<file path="src/rtl/dma_list_pkg.sv">
package dma_list_pkg;
  localparam int LIN_AW = 28;
  localparam int CPU_AW = 16;

  typedef enum logic [1:0] {
    MODE_LIN   = 2'd0,
    MODE_CPU   = 2'd1,
    MODE_PCPND = 2'd2,
    MODE_CPUWB = 2'd3
  } list_mode_e;

  typedef enum logic [1:0] {
    ST_IDLE = 2'd0,
    ST_WAIT = 2'd1,
    ST_REQ  = 2'd2,
    ST_RSP  = 2'd3
  } seq_state_e;

  typedef struct packed {
    logic wrStore;
    logic loadLin;
    logic loadCpu;
    logic loadPc;
    logic incAddr;
    logic cpuWrap;
    logic capture;
    logic newSess;
  } seq_strobe_t;
endpackage

</file>
<file path="src/rtl/dma_list_dp.sv">
module dma_list_dp
  import dma_list_pkg::*;
#(
  parameter int LAW = LIN_AW,
  parameter int CAW = CPU_AW
) (
  input  logic              clk,
  input  logic              rst_n,
  input  seq_strobe_t       stb,
  input  logic [3:0]        regAddr,
  input  logic [7:0]        regWrData,
  input  logic [CAW-1:0]    cpuPc,
  input  logic              optTranspEn,
  input  logic [7:0]        optTranspVal,
  input  logic [7:0]        linRspData,
  input  logic [7:0]        cpuRspData,
  output logic [LAW-1:0]    listAddr,
  output logic [7:0]        listByte,
  output logic              revision,
  output logic              transpOn,
  output logic [7:0]        transpVal
);
  localparam int UPW = LAW - CAW;

  logic [7:0] reg1, reg4;
  logic [3:0] reg2Lo;
  logic       defRev;

  always_ff @(posedge clk) begin
    if (!rst_n) begin
      reg1   <= '0;
      reg2Lo <= '0;
      reg4   <= '0;
      defRev <= 1'b0;
    end else if (stb.wrStore) begin
      case (regAddr)
        4'h1: reg1 <= regWrData;
        4'h2: begin
          reg2Lo <= regWrData[3:0];
          reg4   <= '0;
        end
        4'h3: defRev <= regWrData[0];
        4'h4: reg4 <= regWrData;
        default: ;
      endcase
    end
  end

  always_ff @(posedge clk) begin
    if (!rst_n) begin
      listAddr <= '0;
    end else if (stb.loadLin) begin
      listAddr <= LAW'({reg4, reg2Lo, reg1, regWrData});
    end else if (stb.loadCpu) begin
      listAddr <= {{UPW{1'b0}}, reg1, regWrData};
    end else if (stb.loadPc) begin
      listAddr <= {{UPW{1'b0}}, cpuPc};
    end else if (stb.incAddr) begin
      if (stb.cpuWrap) listAddr <= {{UPW{1'b0}}, listAddr[CAW-1:0] + CAW'(1)};
      else             listAddr <= listAddr + LAW'(1);
    end
  end

  always_ff @(posedge clk) begin
    if (!rst_n) begin
      listByte  <= '0;
      revision  <= 1'b0;
      transpOn  <= 1'b0;
      transpVal <= '0;
    end else begin
      if (stb.capture) listByte <= stb.cpuWrap ? cpuRspData : linRspData;
      if (stb.newSess) begin
        revision <= defRev;
        transpOn <= 1'b0;
      end else if (optTranspEn) begin
        transpOn  <= 1'b1;
        transpVal <= optTranspVal;
      end
    end
  end

  assert_cpuwrap_R3: assert property (@(posedge clk) disable iff (!rst_n)
    (stb.incAddr && stb.cpuWrap) |=> (listAddr[LAW-1:CAW] == '0));
  assert_carry_R7: assert property (@(posedge clk) disable iff (!rst_n)
    (stb.incAddr && !stb.cpuWrap && !stb.loadLin && !stb.loadCpu && !stb.loadPc
     && $past(rst_n)) |=> (listAddr != $past(listAddr)));
endmodule

</file>
<file path="src/rtl/dma_list_ctrl.sv">
module dma_list_ctrl
  import dma_list_pkg::*;
(
  input  logic        clk,
  input  logic        rst_n,
  input  logic        regWrEn,
  input  logic [3:0]  regAddr,
  input  logic        fetchReq,
  input  logic        descDone,
  input  logic        chainIn,
  input  logic        linReqReady,
  input  logic        linRspValid,
  input  logic        cpuReqReady,
  input  logic        cpuRspValid,
  output seq_strobe_t stb,
  output logic        linReqValid,
  output logic        cpuReqValid,
  output logic        listByteValid,
  output logic        pcWrEn,
  output logic        needCmd,
  output logic        busy,
  output logic        enhanced,
  output logic        errFlag
);
  seq_state_e state;
  list_mode_e mode;
  logic isStart, startOk, cpuSel, reqReady, rspValid;

  assign isStart  = regWrEn && (regAddr == 4'h0 || regAddr == 4'h5 ||
                                regAddr == 4'h6 || regAddr == 4'h7);
  assign startOk  = isStart && (state == ST_IDLE);
  assign cpuSel   = (mode != MODE_LIN);
  assign reqReady = cpuSel ? cpuReqReady : linReqReady;
  assign rspValid = cpuSel ? cpuRspValid : linRspValid;
  assign busy     = (state != ST_IDLE);

  assign linReqValid = (state == ST_REQ) && !cpuSel;
  assign cpuReqValid = (state == ST_REQ) && cpuSel;

  always_comb begin
    stb         = '0;
    stb.wrStore = regWrEn && !isStart;
    stb.cpuWrap = cpuSel;
    stb.newSess = startOk;
    stb.loadLin = startOk && (regAddr == 4'h0 || regAddr == 4'h5);
    stb.loadCpu = startOk && (regAddr == 4'h6);
    stb.loadPc  = (state == ST_WAIT) && fetchReq && !descDone && (mode == MODE_PCPND);
    stb.capture = (state == ST_RSP) && rspValid;
    stb.incAddr = stb.capture;
  end

  always_ff @(posedge clk) begin
    if (!rst_n) begin
      state         <= ST_IDLE;
      mode          <= MODE_LIN;
      enhanced      <= 1'b0;
      errFlag       <= 1'b0;
      needCmd       <= 1'b0;
      pcWrEn        <= 1'b0;
      listByteValid <= 1'b0;
    end else begin
      pcWrEn        <= 1'b0;
      listByteValid <= 1'b0;
      if (isStart && !startOk) errFlag <= 1'b1;
      if (startOk) begin
        state    <= ST_WAIT;
        needCmd  <= 1'b1;
        enhanced <= (regAddr != 4'h0);
        case (regAddr)
          4'h6:    mode <= MODE_CPU;
          4'h7:    mode <= MODE_PCPND;
          default: mode <= MODE_LIN;
        endcase
      end else begin
        case (state)
          ST_WAIT: begin
            if (descDone) begin
              if (chainIn) begin
                needCmd <= 1'b1;
              end else begin
                state  <= ST_IDLE;
                pcWrEn <= (mode == MODE_CPUWB);
              end
            end else if (fetchReq) begin
              state <= ST_REQ;
              if (mode == MODE_PCPND) mode <= MODE_CPUWB;
            end
          end
          ST_REQ: if (reqReady) state <= ST_RSP;
          ST_RSP: if (rspValid) begin
            state         <= ST_WAIT;
            listByteValid <= 1'b1;
            needCmd       <= 1'b0;
          end
          default: ;
        endcase
      end
    end
  end

  assert_linhold_R10: assert property (@(posedge clk) disable iff (!rst_n)
    (linReqValid && !linReqReady) |=> linReqValid);
  assert_cpuhold_R10: assert property (@(posedge clk) disable iff (!rst_n)
    (cpuReqValid && !cpuReqReady) |=> cpuReqValid);
  assert_errcause_R9: assert property (@(posedge clk) disable iff (!rst_n)
    $rose(errFlag) |-> ($past(regWrEn) && $past(busy)));
  assert_wbend_R4: assert property (@(posedge clk) disable iff (!rst_n)
    pcWrEn |-> (!busy && $past(descDone) && !$past(chainIn)));
  assert_onebyte_R10: assert property (@(posedge clk) disable iff (!rst_n)
    listByteValid |-> $past(state == ST_RSP));
endmodule

</file>
<file path="src/rtl/dma_list_seq.sv">
module dma_list_seq
  import dma_list_pkg::*;
(
  input  logic        clk,
  input  logic        rst_n,
  input  logic        regWrEn,
  input  logic [3:0]  regAddr,
  input  logic [7:0]  regWrData,
  input  logic [15:0] cpuPc,
  output logic        pcWrEn,
  output logic [15:0] pcWrData,
  input  logic        fetchReq,
  input  logic        descDone,
  input  logic        chainIn,
  input  logic        optTranspEn,
  input  logic [7:0]  optTranspVal,
  output logic        linReqValid,
  input  logic        linReqReady,
  output logic [27:0] linAddr,
  input  logic        linRspValid,
  input  logic [7:0]  linRspData,
  output logic        cpuReqValid,
  input  logic        cpuReqReady,
  output logic [15:0] cpuAddr,
  input  logic        cpuRspValid,
  input  logic [7:0]  cpuRspData,
  output logic        listByteValid,
  output logic [7:0]  listByte,
  output logic        needCmd,
  output logic [7:0]  busyStatus,
  output logic        enhanced,
  output logic        revision,
  output logic        transpOn,
  output logic [7:0]  transpVal,
  output logic        errFlag
);
  seq_strobe_t stb;
  logic [LIN_AW-1:0] listAddr;
  logic busy;

  dma_list_ctrl u_ctrl (
    .clk, .rst_n, .regWrEn, .regAddr, .fetchReq, .descDone, .chainIn,
    .linReqReady, .linRspValid, .cpuReqReady, .cpuRspValid,
    .stb, .linReqValid, .cpuReqValid, .listByteValid, .pcWrEn,
    .needCmd, .busy, .enhanced, .errFlag
  );

  dma_list_dp #(.LAW(LIN_AW), .CAW(CPU_AW)) u_dp (
    .clk, .rst_n, .stb, .regAddr, .regWrData, .cpuPc,
    .optTranspEn, .optTranspVal, .linRspData, .cpuRspData,
    .listAddr, .listByte, .revision, .transpOn, .transpVal
  );

  assign linAddr    = listAddr;
  assign cpuAddr    = listAddr[CPU_AW-1:0];
  assign pcWrData   = listAddr[CPU_AW-1:0];
  assign busyStatus = busy ? 8'h80 : 8'h00;
endmodule

</file>
<file path="config.mk">
export PLATFORM = sky130hd
export DESIGN_NAME = dma_list_seq
export DESIGN_NICKNAME = d
export VERILOG_FILES = /design/src/rtl/dma_list_pkg.sv /design/src/rtl/dma_list_dp.sv /design/src/rtl/dma_list_ctrl.sv /design/src/rtl/dma_list_seq.sv
export SDC_FILE = /design/constraint.sdc
export NUM_CORES = 1
export LEC_CHECK = 0
export ABC_CLOCK_PERIOD_IN_PS = 2150
export BUFFER_PORTS_ARGS = -buffer_cell sky130_fd_sc_hd__buf_2
export CELL_PAD_IN_SITES_DETAIL_PLACEMENT = 2
export CELL_PAD_IN_SITES_GLOBAL_PLACEMENT = 2
export CORE_MARGIN = 1
export CORE_UTILIZATION = 25
export CTS_CLUSTER_SIZE = 24
export DETAILED_ROUTE_END_ITERATION = 7
export PLACE_DENSITY = 0.78
export SKIP_CTS_REPAIR_TIMING = 1
export SLEW_MARGIN = 20
export SYNTH_ARGS = -nofsm -noshare
export SYNTH_HDL_FRONTEND = slang
export SYNTH_SLANG_ARGS = --single-unit
</file>
<file path="constraint.sdc">
create_clock -name clk -period 2.15 [get_ports clk]
set_clock_uncertainty 0.05 [all_clocks]
set_input_delay 0.215 -clock clk [delete_from_list [all_inputs] [get_ports clk]]
set_output_delay 0.215 -clock clk [all_outputs]
set_load 0.005 [all_outputs]
</file>
Yosys cells after proc, flatten, opt, wreduce, memory -nomap -nowiden
Index checks and enable logic that the tools add are counted.
{"block": "totals", "regBits": 76, "latchBits": 0, "ram_bits": 0, "romBits": 0, "input_bits": 63, "mem_count": 0}
{"block": "classes", "n_addsub": 2, "n_mul": 0, "n_div": 0, "order_cmp": 0, "eq_ne": 23, "shift": 0, "n_mux": 29, "bitwise_logic": 5, "reduce_logical": 44}
{"operator": "two-way mux 28 bit", "n": 5}
{"operator": "adder 28 x 1 -> 28 bit (second input constant)", "n": 1}
{"operator": "two-way mux 2 bit", "n": 10}
{"operator": "adder 16 x 1 -> 16 bit (second input constant)", "n": 1}
{"operator": "== test 4 x 3 -> 1 bit (second input constant)", "n": 4}
{"operator": "two-way mux 8 bit", "n": 2}
{"operator": "one-hot mux 8 bit (2 select lines)", "n": 1}
{"operator": "logical AND 1 bit", "n": 12}
{"operator": "nonzero test 2 bit", "n": 6}
{"operator": "nonzero test 4 bit", "n": 3}
{"operator": "AND reduction 2 bit", "n": 5}
{"operator": "AND reduction 5 bit", "n": 2}
{"operator": "== test 2 bit (second input constant)", "n": 4}
{"operator": "== test 4 x 2 -> 1 bit (second input constant)", "n": 2}
{"operator": "two-way mux 1 bit", "n": 8}
{"operator": "inequality test 4 x 3 -> 1 bit (second input constant)", "n": 2}
{"operator": "AND reduction 4 bit", "n": 2}
{"operator": "inequality test 2 x 1 -> 1 bit (second input constant)", "n": 3}
{"operator": "inequality test 3 x 1 -> 1 bit (second input constant)", "n": 2}
{"operator": "inequality test 3 x 2 -> 1 bit (second input constant)", "n": 2}
{"operator": "inequality test 3 bit (second input constant)", "n": 2}
{"operator": "one-hot mux 2 bit (3 select lines)", "n": 1}
{"operator": "nonzero test 3 bit", "n": 2}
{"operator": "NOT 1 bit", "n": 5}
{"operator": "11 further kinds", "n": 16}

Longest topological paths before layout
{"block": "depth", "ltp_word": 9, "depth_mapped": 9, "ltp_nobuf": 6}

Cells and area by module
A second synthesis with hierarchy kept.
{"block": "unflattened", "cells_unflattened": 542, "hier_area_um2": 4524.3}
{"module": "dma_list_dp", "n_inst": 1, "cells_per_inst": 415, "area_per_inst_um2": 3477.1, "seq_area_each_um2": 1341.3}
{"module": "dma_list_ctrl", "n_inst": 1, "cells_per_inst": 86, "area_per_inst_um2": 743.2, "seq_area_each_um2": 180.2}
{"module": "dma_list_seq", "n_inst": 1, "cells_per_inst": 41, "area_per_inst_um2": 304.0, "seq_area_each_um2": 0.0}

Worst setup path before layout
Ideal clock, no wire load.
{"block": "synth_path", "kind": "reg2reg", "from": "register u_ctrl.state[0]", "to": "register u_dp.listAddr[17]", "arrival_time_ns": 1.932, "t_required_ns": 1.983, "slack_ns": 0.050, "stages_incl_launch_ff": 10, "n_path_buf": 4, "period_less_slack_ns": 2.100, "path_cell_list": "dfxtp_1 -> buf_6 -> or4b_1 -> buf_2 -> a211o_1 -> buf_6 -> nand2_4 -> buf_6 -> o21ai_1 -> a32o_1"}
{"block": "synth_via", "elab_chain_len": 7}
{"item": "from (decl)", "line_no": "dma_list_ctrl.sv:25", "source": "seq_state_e state;"}
{"item": "from (signal assigned)", "line_no": "dma_list_ctrl.sv:54", "source": "state <= ST_IDLE;"}
{"item": "from (signal assigned)", "line_no": "dma_list_ctrl.sv:66", "source": "state <= ST_WAIT;"}
{"item": "from (signal assigned)", "line_no": "dma_list_ctrl.sv:81", "source": "state <= ST_IDLE;"}
{"item": "== test 2 x 1 -> 1 bit", "line_no": "dma_list_ctrl.sv:47", "source": "stb.loadPc = (state == ST_WAIT) && fetchReq && !descDone && (mode == MODE_PCPND);"}
{"item": "logical AND 1 bit (3 in a row)", "line_no": "dma_list_ctrl.sv:47"}
{"item": "two-way mux 28 bit", "line_no": "dma_list_dp.sv:56", "source": "end else if (stb.loadPc) begin"}
{"item": "two-way mux 28 bit", "line_no": "dma_list_dp.sv:54", "source": "end else if (stb.loadCpu) begin"}
{"item": "two-way mux 28 bit", "line_no": "dma_list_dp.sv:52", "source": "end else if (stb.loadLin) begin"}
{"item": "to (signal assigned)", "line_no": "dma_list_dp.sv:53", "source": "listAddr <= LAW'({reg4, reg2Lo, reg1, regWrData});"}
{"item": "to (signal assigned)", "line_no": "dma_list_dp.sv:55", "source": "listAddr <= {{UPW{1'b0}}, reg1, regWrData};"}
{"item": "to (signal assigned)", "line_no": "dma_list_dp.sv:57", "source": "listAddr <= {{UPW{1'b0}}, cpuPc};"}
{"item": "to (decl)", "line_no": "dma_list_dp.sv:17", "source": "output logic [LAW-1:0] listAddr,"}
Several ways; a longest one is shown, not always the timed one.
A chain may end at the register's enable or synchronous reset.

Worst setup path in the final report
{"block": "layout_path", "from": "register u_ctrl.mode[1]", "to": "register u_dp.listAddr[7]"}
{"block": "layout_via", "elab_chain_len": 6}
{"item": "from (decl)", "line_no": "dma_list_ctrl.sv:26", "source": "list_mode_e mode;"}
{"item": "from (signal assigned)", "line_no": "dma_list_ctrl.sv:55", "source": "mode <= MODE_LIN;"}
{"item": "from (signal assigned)", "line_no": "dma_list_ctrl.sv:70", "source": "4'h6: mode <= MODE_CPU;"}
{"item": "from (signal assigned)", "line_no": "dma_list_ctrl.sv:71", "source": "4'h7: mode <= MODE_PCPND;"}
{"item": "nonzero test 2 bit", "line_no": "dma_list_ctrl.sv:32", "source": "assign cpuSel = (mode != MODE_LIN);"}
{"item": "two-way mux 28 bit", "line_no": "dma_list_dp.sv:59", "source": "if (stb.cpuWrap) listAddr <= {{UPW{1'b0}}, listAddr[CAW-1:0] + CAW'(1)};"}
{"item": "two-way mux 28 bit", "line_no": "dma_list_dp.sv:58", "source": "end else if (stb.incAddr) begin"}
{"item": "two-way mux 28 bit", "line_no": "dma_list_dp.sv:56"}
{"item": "two-way mux 28 bit", "line_no": "dma_list_dp.sv:54"}
{"item": "two-way mux 28 bit", "line_no": "dma_list_dp.sv:52"}
Several ways; a longest one is shown, not always the timed one. The select of a mux whose other input is x is not followed.

==> results.py <==
metrics = {
    "sta": {
        "fin_crit_sh_pct": 98.9,
        "fmax_mhz": 470,
        "tns_ns": 0,
        "relSlewSlack_pct": 36.1,
        "worst_slack_ns": 0.0235,
        "slew_violations": 0,
        "rsz0062_at_grt": "yes",
        "final-hold-violation-count": 0,
        "period_needed_ns": 2.13,
        "worstMarginPinSlew_ns": 0.951,
        "setup_violations": 0,
    },
    "grt": {
        "top_usage_layer": "met2",
        "use_met2_pct": 37.3,
        "antenna_found_initial": 0,
        "grt_pass1_vias": 4849,
        "grt_pass1_wl_um": 27200,
        "use_met3_pct": 3.71,
        "track_usage_pct": 21.3,
        "grt_use_met1_pct": 26.2,
        "grt-ovfl-total": 0,
        "grt_max_degree": 24,
    },
    "outcome": {
        "status": "finished clean",
    },
    "worst_setup_path": {
        "cp_top_family": "compound AO/OA/AOI/OAI gates",
        "crit_chain": "or3b_2 -> a21oi_2 -> buf_6 -> mux2_2 -> o21ai_0 -> a21oi_1",
        "critical-path-slowest-cell": "or3b_2",
        "cp_data_required_time_ns": 2.32,
        "cpPeakStageDelay_ns": 0.50,
        "worstPathArrival_ns": 2.30,
        "r2r_start": "u_ctrl.mode[1]",
        "crit_type": "flip-flop to flip-flop",
        "worstPathMaxFanout": 17,
        "r2r_cells": 6,
        "r2r_end": "u_dp.listAddr[7]",
        "cp-end-kind": "flip-flop",
        "crit_buf_inv": 1,
        "reg2reg_setup_slack_ns": 0.02,
        "start_kind": "flip-flop",
    },
    "placement": {
        "gp_congestion": 0.828,
        "portBuffers": 148,
        "place_ws_ns": 0.0194,
        "dpl.hpwl_um": 13500,
    },
    "cts": {
        "clkTransAtPathRegs_ns": 0.06,
        "clkLatencyLatePin_ns": 0.34,
        "cts_tree": "built",
        "ctsHtreeMaxLevel": 3,
        "root_buffer": "clkbuf_16",
        "clockBufferDepth": 2,
        "clock_sinks": 76,
        "cts_buffers": 9,
    },
    "synth": {
        "synth_area_leaders": "dfxtp_1 37%, buf_4 7.5%, nor2_1 4.5%, a21oi_1 4.1%, nand2_1 4.1%",
        "ys_ff_latch": 76,
        "yosys-mux-area-fraction_pct": 3.22,
        "synth_ff_type": "dfxtp_1",
        "synth_adder_area_share_pct": 0.303,
        "synth_top_cell_by_area": "dfxtp_1",
        "syn_avg_cell_area_sq_um": 8.06,
        "synth_compound_area_share_pct": 23.9,
        "synth.cell_area_sq_mm": 0.00413,
        "yosysTopAreaCellShare_pct": 36.9,
        "yosysSeqAreaShare_pct": 36.9,
        "synth_top_family_by_area": "compound AO/OA/AOI/OAI gates",
        "yosys.area_share.simple_pct": 22.6,
        "synth_xor_area_share_pct": 1.06,
        "synthArstFlopShare_pct": 0,
        "synth_edf_count": 0,
        "synth_warnings": 0,
        "ys_types": 62,
        "syn_inst": 512,
    },
    "floorplan": {
        "row_count": 46,
        "die_w_um": 130,
        "start_util_pct": 25.8,
        "coreArea_sq_mm": 0.0160,
        "dieArea_sq_mm": 0.0170,
        "die_h_um": 130,
        "pin_count": 156,
    },
    "hold_path": {
        "worstHoldStart": "chainIn",
        "hold_path.class": "input pin to flip-flop",
        "worstHoldEndpoint": "u_ctrl.pcWrEn",
        "hold_depth": 2,
    },
    "power_and_ir_drop": {
        "vdd_drop_max_uv": 383,
        "p_leak_nw": 2.38,
        "power.density_mw_per_mm2": 639,
    },
    "final_layout": {
        "seq_area_sq_mm": 0.00152,
        "antenna_cells": 0,
        "drive_above_1_share_pct": 36.1,
        "multi_input_area_sq_mm": 0.00216,
        "synthToLayoutAreaGrowth_pct": 32.0,
        "utilization_pct": 34.0,
        "mostFrequentLayoutCells": "148 x buf_2, 75 x dfxtp_1, 57 x buf_4",
        "mostFrequentLayoutCell": "buf_2",
        "layout.nets": 724,
        "nFillCells": 1946,
    },
    "detailed_routing": {
        "drt_iter0_markers": 247,
        "drtAntennaViolNets": 0,
        "drt-pass1-iter-count": 4,
        "vias": 4523,
        "drc": 0,
        "wl_per_cell_um": 20.1,
        "drt-total-wl_um": 17700,
        "vias_per_cell": 5.14,
    },
    "run": {
        "max_cap_viol_count": 0,
    },
}
==> metrics by stage <==
stage	total power [W]	instances	hold WS, ns	instance area (sq um)
floorplan	0.00177	518	0.241	4150
global placement	0.00196	864	0.366	5120
detailed placement	0.00198	864	0.367	5120
CTS	0.00351	879	0.00747	5410
global route	0.00363	880	0.00719	5450
finish	0.00348	880	0.0180	5450
==> kinds of logic (layout without fill, tap and decap cells) <==
logic type                 after synthesis  in the layout
AOI/OAI and AO/OA                      143            143
xor gates and xnor gates                 5              5
adders and majority gates                1              1
muxes                                   13             13
and+or+nand+nor                        190            190
other                                    1              7
DFF                                     76             76
buffers and inverters                   83            229
==> report_power, final <==
part,switching [W],internal [W]
Clock,0.000599,0.000924
Sequential,0.0000287,0.00145
Combinational,0.000277,0.000203
==> synth_stat cells (4+ instances only) <==
master,count
a211oi_1,4
a21o_1,4
a21oi_1,34
a22oi_1,10
a311oi_1,10
a32o_1,9
and3_1,6
and4_1,5
buf_4,41
clkbuf_1,27
dfxtp_1,76
inv_1,8
mux2i_1,11
nand2_1,45
nand3_1,30
nand4_1,7
nor2_1,49
nor2b_1,6
nor3_1,18
nor4_1,6
o21ai_0,29
o221ai_1,10
o31ai_1,5
==> layout make-up <==
cell class	instances	area share, %
clock buffer	13	4.59
clock inverter	2	0.643
inverter	8	0.551
multi-input combinational	359	39.6
sequential	76	28.0
tap	216	4.96
timing repair buffer	206	21.7
==> worst max path at each step <==
stage / start / to / slack, ns / cells after the start
global route: u_ctrl.mode[1] / u_dp.listAddr[7] / -0.06 / 6
detailed placement: u_ctrl.mode[1] / u_dp.listAddr[7] / 0.02 / 6
CTS: u_ctrl.state[1] / u_dp.transpVal[4] / -0.04 / 6
finish: u_ctrl.mode[1] / u_dp.listAddr[7] / 0.02 / 6
floorplan: u_ctrl.state[0] / u_dp.listAddr[17] / 0.05 / 9
global placement: u_ctrl.state[1] / u_dp.listAddr[15] / 0.09 / 6
==> worst register-to-register path: cells and delay by family (launching register included) <==
| family | cells | cell delay (ns) |
|---|---|---|
| buffers and inverters | 1 | 0.24 |
| and+or+nand+nor | 1 | 0.50 |
| DFF | 1 | 0.33 |
| muxes | 1 | 0.35 |
| AOI/OAI and AO/OA | 3 | 0.53 |
==> state kept, by name (all words and copies together), names as in the netlist, 2 cells and up <==
signal          count
u_dp.listAddr      28
u_dp.reg4           8
u_ctrl.mode         2
u_dp.reg2Lo         4
u_dp.reg1           8
u_dp.listByte       8
u_dp.transpVal      8
u_ctrl.state        2
==> routing by layer <==
metal / part of all wire [%] / up-vias
met5: 0 / -
met4: 1.7 / 0
met3: 4.7 / 17
met2: 50 / 121
met1: 43 / 2262
li1: - / 2123
Note: power is estimated with default switching activity, not from simulation.
